File: src/rtl/wdg_pkg.sv
package wdg_pkg;
  typedef enum logic [1:0] {
    CAUSE_NONE   = 2'd0,
    CAUSE_EXPIRE = 2'd1,
    CAUSE_EARLY  = 2'd2,
    CAUSE_KEY    = 2'd3
  } cause_e;

  localparam logic [2:0] ADDR_CTRL    = 3'd0;
  localparam logic [2:0] ADDR_TIMEOUT = 3'd1;
  localparam logic [2:0] ADDR_WINDOW  = 3'd2;
  localparam logic [2:0] ADDR_WARN    = 3'd3;
  localparam logic [2:0] ADDR_KICK    = 3'd4;
endpackage

File: src/rtl/wdg_regs.sv
module wdg_regs
  import wdg_pkg::*;
#(
  parameter int unsigned DW          = 16,
  parameter int unsigned CNT_W       = 16,
  parameter logic [DW-1:0] KEY       = 16'hC35A,
  parameter int unsigned DEF_TIMEOUT = 1000,
  parameter int unsigned DEF_WINDOW  = 250,
  parameter int unsigned DEF_WARN    = 500
) (
  input  logic             clk_i,
  input  logic             rst_ni,
  input  logic             wr_en_i,
  input  logic [2:0]       wr_addr_i,
  input  logic [DW-1:0]    wr_data_i,
  output logic             en_o,
  output logic             en_set_o,
  output logic [CNT_W-1:0] timeout_o,
  output logic [CNT_W-1:0] window_o,
  output logic [CNT_W-1:0] warn_thr_o,
  output logic             kick_wr_o,
  output logic             key_ok_o,
  output logic             warn_clr_o
);
  logic             en_q;
  logic [CNT_W-1:0] timeout_q, window_q, warn_q;
  logic             ctrl_wr;

  assign ctrl_wr    = wr_en_i && (wr_addr_i == ADDR_CTRL);
  assign en_set_o   = ctrl_wr && wr_data_i[0] && !en_q;
  assign warn_clr_o = ctrl_wr && wr_data_i[1];
  assign kick_wr_o  = wr_en_i && (wr_addr_i == ADDR_KICK);
  assign key_ok_o   = (wr_data_i == KEY);

  always_ff @(posedge clk_i or negedge rst_ni) begin
    if (!rst_ni) begin
      en_q      <= 1'b0;
      timeout_q <= CNT_W'(DEF_TIMEOUT);
      window_q  <= CNT_W'(DEF_WINDOW);
      warn_q    <= CNT_W'(DEF_WARN);
    end else begin
      if (en_set_o) en_q <= 1'b1;
      if (wr_en_i && !en_q) begin
        if (wr_addr_i == ADDR_TIMEOUT) timeout_q <= wr_data_i[CNT_W-1:0];
        if (wr_addr_i == ADDR_WINDOW)  window_q  <= wr_data_i[CNT_W-1:0];
        if (wr_addr_i == ADDR_WARN)    warn_q    <= wr_data_i[CNT_W-1:0];
      end
    end
  end

  assign en_o       = en_q;
  assign timeout_o  = timeout_q;
  assign window_o   = window_q;
  assign warn_thr_o = warn_q;

  assert_en_sticky_R2: assert property (@(posedge clk_i) disable iff (!rst_ni)
    en_q |=> en_q);
  assert_cfg_lock_R3: assert property (@(posedge clk_i) disable iff (!rst_ni)
    en_q |=> ($stable(timeout_q) && $stable(window_q) && $stable(warn_q)));
endmodule

File: src/rtl/wdg_counter.sv
module wdg_counter
  import wdg_pkg::*;
#(
  parameter int unsigned CNT_W = 16
) (
  input  logic             clk_i,
  input  logic             rst_ni,
  input  logic             en_set_i,
  input  logic             running_i,
  input  logic [CNT_W-1:0] timeout_i,
  input  logic [CNT_W-1:0] window_i,
  input  logic [CNT_W-1:0] warn_thr_i,
  input  logic             kick_wr_i,
  input  logic             key_ok_i,
  input  logic             warn_clr_i,
  output logic [CNT_W-1:0] cnt_o,
  output logic             warn_o,
  output logic             fault_vld_o,
  output cause_e           fault_code_o
);
  logic [CNT_W-1:0] cnt_q;
  logic             warn_q;
  logic             reload;
  logic             at_zero, in_window;

  assign at_zero   = (cnt_q == '0);
  assign in_window = (cnt_q <= window_i);
  assign reload    = running_i && kick_wr_i && key_ok_i && !at_zero && in_window;

  always_comb begin
    fault_code_o = CAUSE_NONE;
    if (running_i) begin
      if (at_zero)        fault_code_o = CAUSE_EXPIRE;
      else if (kick_wr_i) begin
        if (!key_ok_i)       fault_code_o = CAUSE_KEY;
        else if (!in_window) fault_code_o = CAUSE_EARLY;
      end
    end
  end
  assign fault_vld_o = (fault_code_o != CAUSE_NONE);

  always_ff @(posedge clk_i or negedge rst_ni) begin
    if (!rst_ni) begin
      cnt_q  <= '0;
      warn_q <= 1'b0;
    end else begin
      if (en_set_i)                       cnt_q <= timeout_i;
      else if (running_i && !fault_vld_o) cnt_q <= reload ? timeout_i : cnt_q - CNT_W'(1);
      // reload beats a new warning; a new warning beats a software clear
      if (reload)                                                   warn_q <= 1'b0;
      else if (running_i && !fault_vld_o && cnt_q == warn_thr_i)    warn_q <= 1'b1;
      else if (warn_clr_i)                                          warn_q <= 1'b0;
    end
  end

  assign cnt_o  = cnt_q;
  assign warn_o = warn_q;

  assert_dec_R2: assert property (@(posedge clk_i) disable iff (!rst_ni)
    (running_i && !kick_wr_i && cnt_q != '0 && !en_set_i) |=> cnt_q == $past(cnt_q) - CNT_W'(1));
  assert_reload_R4: assert property (@(posedge clk_i) disable iff (!rst_ni)
    (running_i && kick_wr_i && key_ok_i && cnt_q != '0 && cnt_q <= window_i) |=> cnt_q == $past(timeout_i));
  assert_frozen_R9: assert property (@(posedge clk_i) disable iff (!rst_ni)
    (!running_i && !en_set_i) |=> $stable(cnt_q));
  assert_warn_src_R8: assert property (@(posedge clk_i) disable iff (!rst_ni)
    $rose(warn_q) |-> $past(cnt_q) == $past(warn_thr_i));
endmodule

File: src/rtl/wdg_escalate.sv
module wdg_escalate
  import wdg_pkg::*;
#(
  parameter int unsigned RST_HOLD = 16,
  localparam int unsigned HOLD_W  = $clog2(RST_HOLD + 1)
) (
  input  logic   clk_i,
  input  logic   rst_ni,
  input  logic   fault_vld_i,
  input  cause_e fault_code_i,
  output logic   halted_o,
  output cause_e cause_o,
  output logic   rst_req_o
);
  logic              halted_q;
  cause_e            cause_q;
  logic [HOLD_W-1:0] hold_q;

  always_ff @(posedge clk_i or negedge rst_ni) begin
    if (!rst_ni) begin
      halted_q <= 1'b0;
      cause_q  <= CAUSE_NONE;
      hold_q   <= '0;
    end else if (fault_vld_i && !halted_q) begin
      halted_q <= 1'b1;
      cause_q  <= fault_code_i;
      hold_q   <= HOLD_W'(RST_HOLD);
    end else if (hold_q != '0) begin
      hold_q <= hold_q - HOLD_W'(1);
    end
  end

  assign halted_o  = halted_q;
  assign cause_o   = cause_q;
  assign rst_req_o = (hold_q != '0);

  assert_cause_sticky_R10: assert property (@(posedge clk_i) disable iff (!rst_ni)
    halted_q |=> (halted_q && $stable(cause_q)));
  assert_req_in_halt_R9: assert property (@(posedge clk_i) disable iff (!rst_ni)
    rst_req_o |-> halted_q);
  assert_capture_R7: assert property (@(posedge clk_i) disable iff (!rst_ni)
    (fault_vld_i && !halted_q) |=> (cause_q == $past(fault_code_i) && rst_req_o));
endmodule

File: src/rtl/win_watchdog.sv
module win_watchdog
  import wdg_pkg::*;
#(
  parameter int unsigned DW          = 16,
  parameter int unsigned CNT_W       = 16,
  parameter logic [DW-1:0] KEY       = 16'hC35A,
  parameter int unsigned DEF_TIMEOUT = 1000,
  parameter int unsigned DEF_WINDOW  = 250,
  parameter int unsigned DEF_WARN    = 500,
  parameter int unsigned RST_HOLD    = 16
) (
  input  logic          clk_i,
  input  logic          rst_ni,
  input  logic          wr_en_i,
  input  logic [2:0]    wr_addr_i,
  input  logic [DW-1:0] wr_data_i,
  input  logic [2:0]    rd_addr_i,
  output logic [DW-1:0] rd_data_o,
  output logic          warn_irq_o,
  output logic          sys_rst_req_o,
  output logic          fault_pin_o
);
  logic             en, en_set, kick_wr, key_ok, warn_clr, warn, halted, fault_vld, running;
  logic [CNT_W-1:0] timeout, window, warn_thr, cnt;
  cause_e           fault_code, cause;

  wdg_regs #(
    .DW(DW), .CNT_W(CNT_W), .KEY(KEY),
    .DEF_TIMEOUT(DEF_TIMEOUT), .DEF_WINDOW(DEF_WINDOW), .DEF_WARN(DEF_WARN)
  ) u_regs (
    .clk_i, .rst_ni, .wr_en_i, .wr_addr_i, .wr_data_i,
    .en_o(en), .en_set_o(en_set), .timeout_o(timeout), .window_o(window),
    .warn_thr_o(warn_thr), .kick_wr_o(kick_wr), .key_ok_o(key_ok), .warn_clr_o(warn_clr)
  );

  assign running = en && !halted;

  wdg_counter #(.CNT_W(CNT_W)) u_cnt (
    .clk_i, .rst_ni, .en_set_i(en_set), .running_i(running),
    .timeout_i(timeout), .window_i(window), .warn_thr_i(warn_thr),
    .kick_wr_i(kick_wr), .key_ok_i(key_ok), .warn_clr_i(warn_clr),
    .cnt_o(cnt), .warn_o(warn), .fault_vld_o(fault_vld), .fault_code_o(fault_code)
  );

  wdg_escalate #(.RST_HOLD(RST_HOLD)) u_esc (
    .clk_i, .rst_ni, .fault_vld_i(fault_vld), .fault_code_i(fault_code),
    .halted_o(halted), .cause_o(cause), .rst_req_o(sys_rst_req_o)
  );

  always_comb begin
    rd_data_o = '0;
    unique case (rd_addr_i)
      ADDR_CTRL:    rd_data_o[4:0] = {cause, halted, warn, en};
      ADDR_TIMEOUT: rd_data_o[CNT_W-1:0] = timeout;
      ADDR_WINDOW:  rd_data_o[CNT_W-1:0] = window;
      ADDR_WARN:    rd_data_o[CNT_W-1:0] = warn_thr;
      ADDR_KICK:    rd_data_o[CNT_W-1:0] = cnt;
      default:      rd_data_o = '0;
    endcase
  end

  assign warn_irq_o  = warn;
  assign fault_pin_o = halted;

  assert_pin_R9: assert property (@(posedge clk_i) disable iff (!rst_ni)
    fault_pin_o |=> fault_pin_o);
endmodule

File: config.mk
export PLATFORM = sky130hd
export DESIGN_NAME = win_watchdog
export DESIGN_NICKNAME = d
export VERILOG_FILES = /design/src/rtl/wdg_pkg.sv /design/src/rtl/wdg_regs.sv /design/src/rtl/wdg_counter.sv /design/src/rtl/wdg_escalate.sv /design/src/rtl/win_watchdog.sv
export SDC_FILE = /design/constraint.sdc
export NUM_CORES = 1
export LEC_CHECK = 0
export ABC_AREA = 1
export ABC_CLOCK_PERIOD_IN_PS = 2310
export BUFFER_PORTS_ARGS = -buffer_cell sky130_fd_sc_hd__buf_2
export CELL_PAD_IN_SITES_DETAIL_PLACEMENT = 1
export CELL_PAD_IN_SITES_GLOBAL_PLACEMENT = 1
export CORE_UTILIZATION = 42
export CTS_CLUSTER_SIZE = 25
export DETAILED_ROUTE_END_ITERATION = 10
export PLACE_DENSITY = 0.78
export SETUP_SLACK_MARGIN = 0.5
export SYNTH_ARGS = -nofsm -noshare
export SYNTH_HDL_FRONTEND = slang
export SYNTH_SLANG_ARGS = --single-unit
export TNS_END_PERCENT = 100
File: constraint.sdc
create_clock -name clk_i -period 2.31 [get_ports clk_i]
set_clock_uncertainty 0.1 [all_clocks]
set_input_delay 0.462 -clock clk_i [delete_from_list [all_inputs] [get_ports clk_i]]
set_output_delay 0.462 -clock clk_i [all_outputs]
set_load 0.1 [all_outputs]
==> results.py, run 1 <==
metrics = {
    "placed_design": {
        "hpwl_after_detailed_placement_um": 12480,
        "cells_after_dpl": 816,
        "pre_cts_ws_ps": 15.86,
        "port_buffers": 43,
        "place_area_mm2": 0.005739,
        "finalWeightedCongestion": 0.8458,
    },
    "critical_path": {
        "max_stage_delay_ps": 590,
        "critical_path_arrival_ps": 2610,
        "cpLargestDelayFamily": "simple AND/OR/NAND/NOR gates",
        "critical_path.max_fanout": 8,
        "critical_path.endpoint_type": "register",
        "setup.worst_path.class": "reg2reg",
        "critPathMostFrequentCell": "nand2_1",
        "critical_path_s_slowest_cell": "dfstp_2",
        "start_kind": "register",
        "critPathRequiredTime_ps": 2490,
        "buffering_stage_count_on_the_worst_path_with_inverters_included": 2,
        "cp_cell_sequence": "inv_4 > ha_4 > nand2_1 > nand2_1 > nand2_2 > nand2_2 > nand2_1 > nand2_1 > nand2_1 > nand2_2 > nand2_4 > nand2_4 > nand2_8 > nand3_4 > clkbuf_16 > nand3_1 > nand2_1",
    },
    "drt": {
        "post_drt_wl_per_cell_um": 29.90,
        "drc": 0,
        "firstDrtPassIters": 6,
        "post_route_antenna_net_violation_count": 0,
        "number_of_drc_markers_in_iteration_0": 751,
        "vias_per_cell": 6.557,
        "dr_total_vias": 5960,
        "drt-total-wl_um": 27180,
    },
    "floorplan": {
        "core_mm2": 0.01089,
        "io_pins": 44,
        "die_y_um": 107.9,
        "dieArea_mm2": 0.01164,
        "std_cell_rows": 38,
        "die_x_um": 107.9,
        "initial_core_util_pct": 43.24,
    },
    "cts": {
        "clock_tree.buffer_depth": 2,
        "clock_sinks": 74,
        "clkLatencyLatePin_ps": 400,
        "clock_tree_from_tritoncts": "yes",
        "depth_of_the_cts_h_tree": 3,
        "cts-buffers-inserted": 9,
        "clockRootBuffer": "clkbuf_8",
        "clk_transition_reported_paths_ps": 100,
    },
    "layout": {
        "layout_commonest_cell": "nand2_1",
        "drive_gt1_share_pct": 47.01,
        "mostFrequentLayoutCells": "nand2_1 (152), buf_4 (86), o21ai_0 (51), inv_1 (49), dfrtp_1 (46)",
        "final_net_count": 807,
        "finalNonFillerCells": 909,
        "finish.instance_area_mm2": 0.007194,
        "syn2layout_area_growth_pct": 52.80,
    },
    "timing": {
        "finalCritPeriodShare_pct": 104.9,
        "final_critical_path_setup_slack_ps": -113.5,
        "grt_setup_unrepaired": "yes",
        "fmax_mhz": 412.6,
        "finalMaxSlewViolations": 0,
        "period_minus_slack_ps": 2424,
        "timing.slew.headroom_pct": 56.28,
        "setup_viol_count_final": 22,
        "max_slew.worst_pin.slew_ps": 650.7,
        "hold_violations": 0,
    },
    "status": {
        "run_status": "finished with violations",
        "violations": "setup timing",
    },
    "global_routing": {
        "globalRouteMet3Util_pct": 7.688,
        "grt_pass1_vias": 5705,
        "globalRouteTotalUtil_pct": 38.62,
        "grt_antenna_before_repair": 0,
        "wire_length_of_the_first_global_routing_pass_um": 32840,
        "met1_layer_usage_reported_by_global_route_pct": 49.00,
        "gr-max-usage-layer": "met2",
        "grt.overflow.total": 0,
        "gr-usage-met2_pct": 62.45,
        "maximum_number_of_pins_on_one_net_before_global_route_repair": 42,
    },
    "power": {
        "worst_ir_drop_vdd_uv": 594.1,
        "total_leakage_power_nw": 3.305,
        "pwr_density_cell_mw_per_mm2": 403.8,
    },
    "run": {
        "max-cap-violations": 0,
    },
    "logic_synthesis": {
        "synth-async-reset-ratio_pct": 100.0,
        "synth.yosys.seq_area_share_pct": 39.81,
        "synth.cell_area_mm2": 0.004708,
        "synthesis.nets": 661,
        "synth-edff-count": 0,
        "synthesis.instances": 617,
        "ys_ff_latch": 74,
        "ys_dominant_reg_cell": "dfrtp_1",
        "avgSynthCellArea_um2": 7.631,
        "synthDistinctLibCells": 39,
        "yosys_warnings": 0,
    },
    "hold_path": {
        "hold_path_class": "in2reg",
    },
}
-- worst paths after layout --
check | from | to | slack (ps) | cells after the start
worst max-delay path | u_regs.window_o[1] | u_cnt.cnt_o[12] | -110 | 17
worst min-delay path | wr_data_i[8] | u_regs.timeout_o[8] | 250 | 3
worst max register to register | u_regs.window_o[1] | u_cnt.cnt_o[12] | -110 | 17
worst min register to register | u_regs.warn_thr_o[8] | u_regs.warn_thr_o[8] | 440 | 2
max in group asynchronous | rst_ni | u_regs.warn_thr_o[7] | 860 | 3
min in group asynchronous | rst_ni | u_esc.cause_o[1] | 530 | 2
-- sequential cells by signal, summed over array words and instances, names as in the netlist --
| register | count |
|---|---|
| u_regs.warn_thr_o | 16 |
| u_regs.en_o | 1 |
| u_esc.cause_o | 2 |
| u_regs.window_o | 16 |
| u_cnt.cnt_o | 16 |
| u_cnt.warn_o | 1 |
| u_regs.timeout_o | 16 |
| u_esc.hold_q | 5 |
| u_esc.halted_o | 1 |
-- synth_stat cells, types with 4 or more instances --
library cell | count | share of area (%)
o22ai_1 | 15 | 2.0
a221o_1 | 11 | 2.3
ha_1 | 19 | 5.0
nand4_1 | 16 | 2.1
clkbuf_1 | 15 | 1.2
o21ai_0 | 57 | 6.1
nand2_2 | 5 | 0.66
nor2_1 | 21 | 1.7
xor2_1 | 11 | 2.0
nor3_1 | 9 | 0.96
nand3_1 | 38 | 4.0
dfrtp_1 | 56 | 30
inv_1 | 82 | 6.5
nor2_2 | 4 | 0.53
xnor2_1 | 11 | 2.0
dfstp_2 | 18 | 10
nand2_1 | 180 | 14
a221oi_1 | 4 | 0.74
a21oi_1 | 9 | 0.96
-- tightest hold or removal path: cells and delay by family --
kind	cells	cell delay [ps]
buf+inv	2	190
compound gates	1	90
-- cell type report --
type                    count  area (µm²)
fillers                  1232        3694
multi-input cells         438        3032
flip-flops and latches     74        1887
repair buffers            155        1491
inverters                  85       364.1
well taps                 140       175.2
clock buffers              10       127.6
clock inverters             6       115.1
diodes                      1       2.502
-- metal layers --
metal  up-vias  part of all wire [%]
li1       2331                     -
met1      2911                    35
met2       539                    45
met3       179                    13
met4         0                   6.8
met5         -                     0
-- metrics by stage --
stage                     utilization (%)  power (mW)  TNS (ps)  hold slack (ps)
after floorplan                         -       1.427    -32.49            66.41
final                               66.08       2.905     -1213            254.0
after global routing                66.05       2.933     -3176            287.3
after detailed placement            52.71       1.531         0            383.4
after global placement              52.71       1.524         0            370.2
after CTS                           61.73       2.797         0            278.8
-- cells by family (layout without fill, tap and decap cells) --
group,after synthesis,after routing,synth area share (%)
fa+ha+maj,19,19,5.049
flops,74,74,39.81
xor+xnor,22,22,4.092
compound gates,106,106,13.69
simple gates,289,291,27.98
buf+inv,107,256,9.381
other cells,0,1,0
-- power breakdown --
group	internal, mW	leakage (nW)	total (mW)	switching, mW
Sequential	1.31	0.935	1.32	0.0165
Clock	0.722	0.117	1.33	0.610
Combinational	0.0729	2.25	0.249	0.176
Total	2.10	3.31	2.91	0.802
-- repair_timing --
item	in CTS	in global routing
cloned	2	1
hold endpoints to repair	5	0
pin swaps	23	32
hold buffers	1	0
setup buffers	50	22
endpoints found under the setup margin	43	42
resized for setup	94	71
(Power assumes the default switching activity.)
==> run 2: changes to the inputs <==
- BUFFER_PORTS_ARGS: -buffer_cell sky130_fd_sc_hd__buf_2 -> -buffer_cell sky130_fd_sc_hd__buf_4
==> run 2 against run 1 <==
Against the previous run: the flow still finishes with violations (setup timing); final area fell by 1.6%; utilization fell by 1.1 points; sequential power barely moved; critical path depth fell by 4; count of clock-buffer cells in the layout rose by 2; worst setup slack got worse by 75 ps; final cell count fell by 1.4%; die area did not move; hold slack improved by 35 ps; flip-flop and latch count did not move; critical path type unchanged.
==> results.py, run 2 (synthesis gave the netlist of run 1 again) <==
metrics = {
    "power": {
        "total_leakage_power_nw": 3.237,
        "power.total_mw": 2.603,
        "worst_ir_drop_vdd_uv": 299.6,
        "pwr_density_cell_mw_per_mm2": 367.8,
    },
    "critical_path": {
        "critical_path.max_fanout": 3,
        "timing.critical_path.from": "u_cnt.cnt_o[1]",
        "setup.worst_path.class": "reg2reg",
        "critical_path_arrival_ps": 2670,
        "critical_path.endpoint_type": "register",
        "rr_startpoint": "u_cnt.cnt_o[1]",
        "start_kind": "register",
        "critPathRequiredTime_ps": 2480,
    },
    "global_routing": {
        "grt_pass1_vias": 5635,
        "wire_length_of_the_first_global_routing_pass_um": 32820,
        "globalRouteTotalUtil_pct": 38.49,
        "grt_antenna_before_repair": 0,
        "grt.overflow.total": 0,
        "maximum_number_of_pins_on_one_net_before_global_route_repair": 37,
    },
    "floorplan": {
        "die_y_um": 107.9,
        "io_pins": 44,
        "initial_core_util_pct": 43.24,
        "std_cell_rows": 38,
        "core_mm2": 0.01089,
        "dieArea_mm2": 0.01164,
        "die_x_um": 107.9,
    },
    "status": {
        "violations": "setup timing",
        "run_status": "finished with violations",
    },
    "drt": {
        "drt-total-wl_um": 24650,
        "dr_total_vias": 5686,
        "vias_per_cell": 6.346,
        "post_route_antenna_net_violation_count": 0,
        "number_of_drc_markers_in_iteration_0": 658,
        "firstDrtPassIters": 5,
        "drc": 0,
        "post_drt_wl_per_cell_um": 27.51,
    },
    "timing": {
        "fmax_mhz": 400.3,
        "period_minus_slack_ps": 2498,
        "fin_tns_setup_ps": -2076,
        "timing.slew.headroom_pct": 61.66,
        "setup_viol_count_final": 22,
        "grt_setup_unrepaired": "yes",
        "finalCritPeriodShare_pct": 108.2,
        "final_critical_path_setup_slack_ps": -188.3,
        "max_slew.worst_pin.slew_ps": 571.0,
        "finalMaxSlewViolations": 0,
        "hold_violations": 0,
    },
    "placed_design": {
        "hpwl_after_detailed_placement_um": 12370,
        "finalWeightedCongestion": 0.8989,
        "port_buffers": 43,
        "pre_cts_ws_ps": 43.90,
        "cells_after_dpl": 817,
    },
    "hold_path": {
        "hold_path_class": "in2reg",
        "hold_start": "wr_data_i[4]",
    },
    "run": {
        "max-cap-violations": 0,
    },
    "layout": {
        "final_util_pct": 65.00,
        "final_net_count": 795,
        "layout_commonest_cell": "nand2_1",
        "antennaDiodeCount": 0,
        "syn2layout_area_growth_pct": 50.31,
        "finalNonFillerCells": 896,
        "mostFrequentLayoutCells": "nand2_1 (149), buf_4 (96), inv_1 (52), o21ai_0 (51), dfrtp_1 (49)",
        "drive_gt1_share_pct": 43.39,
    },
    "cts": {
        "clock_sinks": 74,
        "depth_of_the_cts_h_tree": 3,
        "clkLatencyLatePin_ps": 370,
        "clk_transition_reported_paths_ps": 100,
        "cts-buffers-inserted": 9,
        "clockRootBuffer": "clkbuf_8",
        "clock_tree_from_tritoncts": "yes",
        "clock_tree.buffer_depth": 2,
    },
}
run 2: changes by cell type in the layout (fill, tap and decap cells not counted), moves of 5 or more:
| cell | previous run | this run |
|---|---|---|
| buf_2 | 21 | 0 |
| inv_2 | 21 | 16 |
| buf_4 | 86 | 96 |
| nand3_2 | 12 | 2 |
| nand3_1 | 26 | 34 |
run 2: path summary, 6_finish.rpt:
path,end,cells after the start,slack (ps)
hold / removal,u_regs.window_o[4],3,290
max in group asynchronous,u_regs.window_o[7],3,840
setup reg to reg,u_cnt.cnt_o[12],13,-190
hold reg to reg,u_regs.window_o[4],2,410
setup / recovery,u_cnt.cnt_o[12],13,-190
min in group asynchronous,u_esc.cause_o[1],2,500
run 2: per-layer routing:
metal,routed length (µm),vias to the layer above,track usage [%]
li1,-,2304,-
met1,9200,2780,50.90
met2,11190,442,57.37
met3,2688,160,10.17
met4,1571,0,19.37
met5,0,-,4.286
run 2: cell type report:
| type | count | area [µm²] |
|---|---|---|
| flip-flops and latches | 74 | 1883 |
| fillers | 1263 | 3811 |
| repair buffers | 142 | 1441 |
| inverters | 85 | 376.6 |
| clock buffers | 12 | 155.1 |
| well taps | 140 | 175.2 |
| clock inverters | 4 | 26.28 |
| multi-input cells | 439 | 3019 |
run 2: per-stage QoR:
stage | hold slack (ps) | cell area, µm²
3_5_place_dp | 362.7 | 5612
4_1_cts | 275.3 | 6695
3_3_place_gp | 359.3 | 5612
2_1_floorplan | 66.41 | 4971
6_report | 289.1 | 7077
5_1_grt | 310.9 | 7077
run 2: worst max-delay path: stages (launching register included):
cell     delay, ps
dfrtp_2        480
inv_4          110
ha_1           260
nand3_2        150
nor2_2         150
inv_1           90
nor2_1         220
inv_1          120
o21ai_0        260
nand2_1        120
nand3_1        120
nand2_1        100
nand2_4         70
nand2_2         50
run 2: repair_timing:
action,CTS,global route
cloned,5,0
pin swaps,33,25
hold buffers,1,0
setup buffers,43,14
gates resized for setup,136,62
setup endpoints to repair,42,42
endpoints found under the hold margin,21,0
run 2: report_power, final:
| part | internal (mW) | switching (mW) |
|---|---|---|
| Combinational | 0.0922 | 0.172 |
| Sequential | 1.31 | 0.0149 |
| Clock | 0.449 | 0.568 |
| Total | 1.85 | 0.755 |
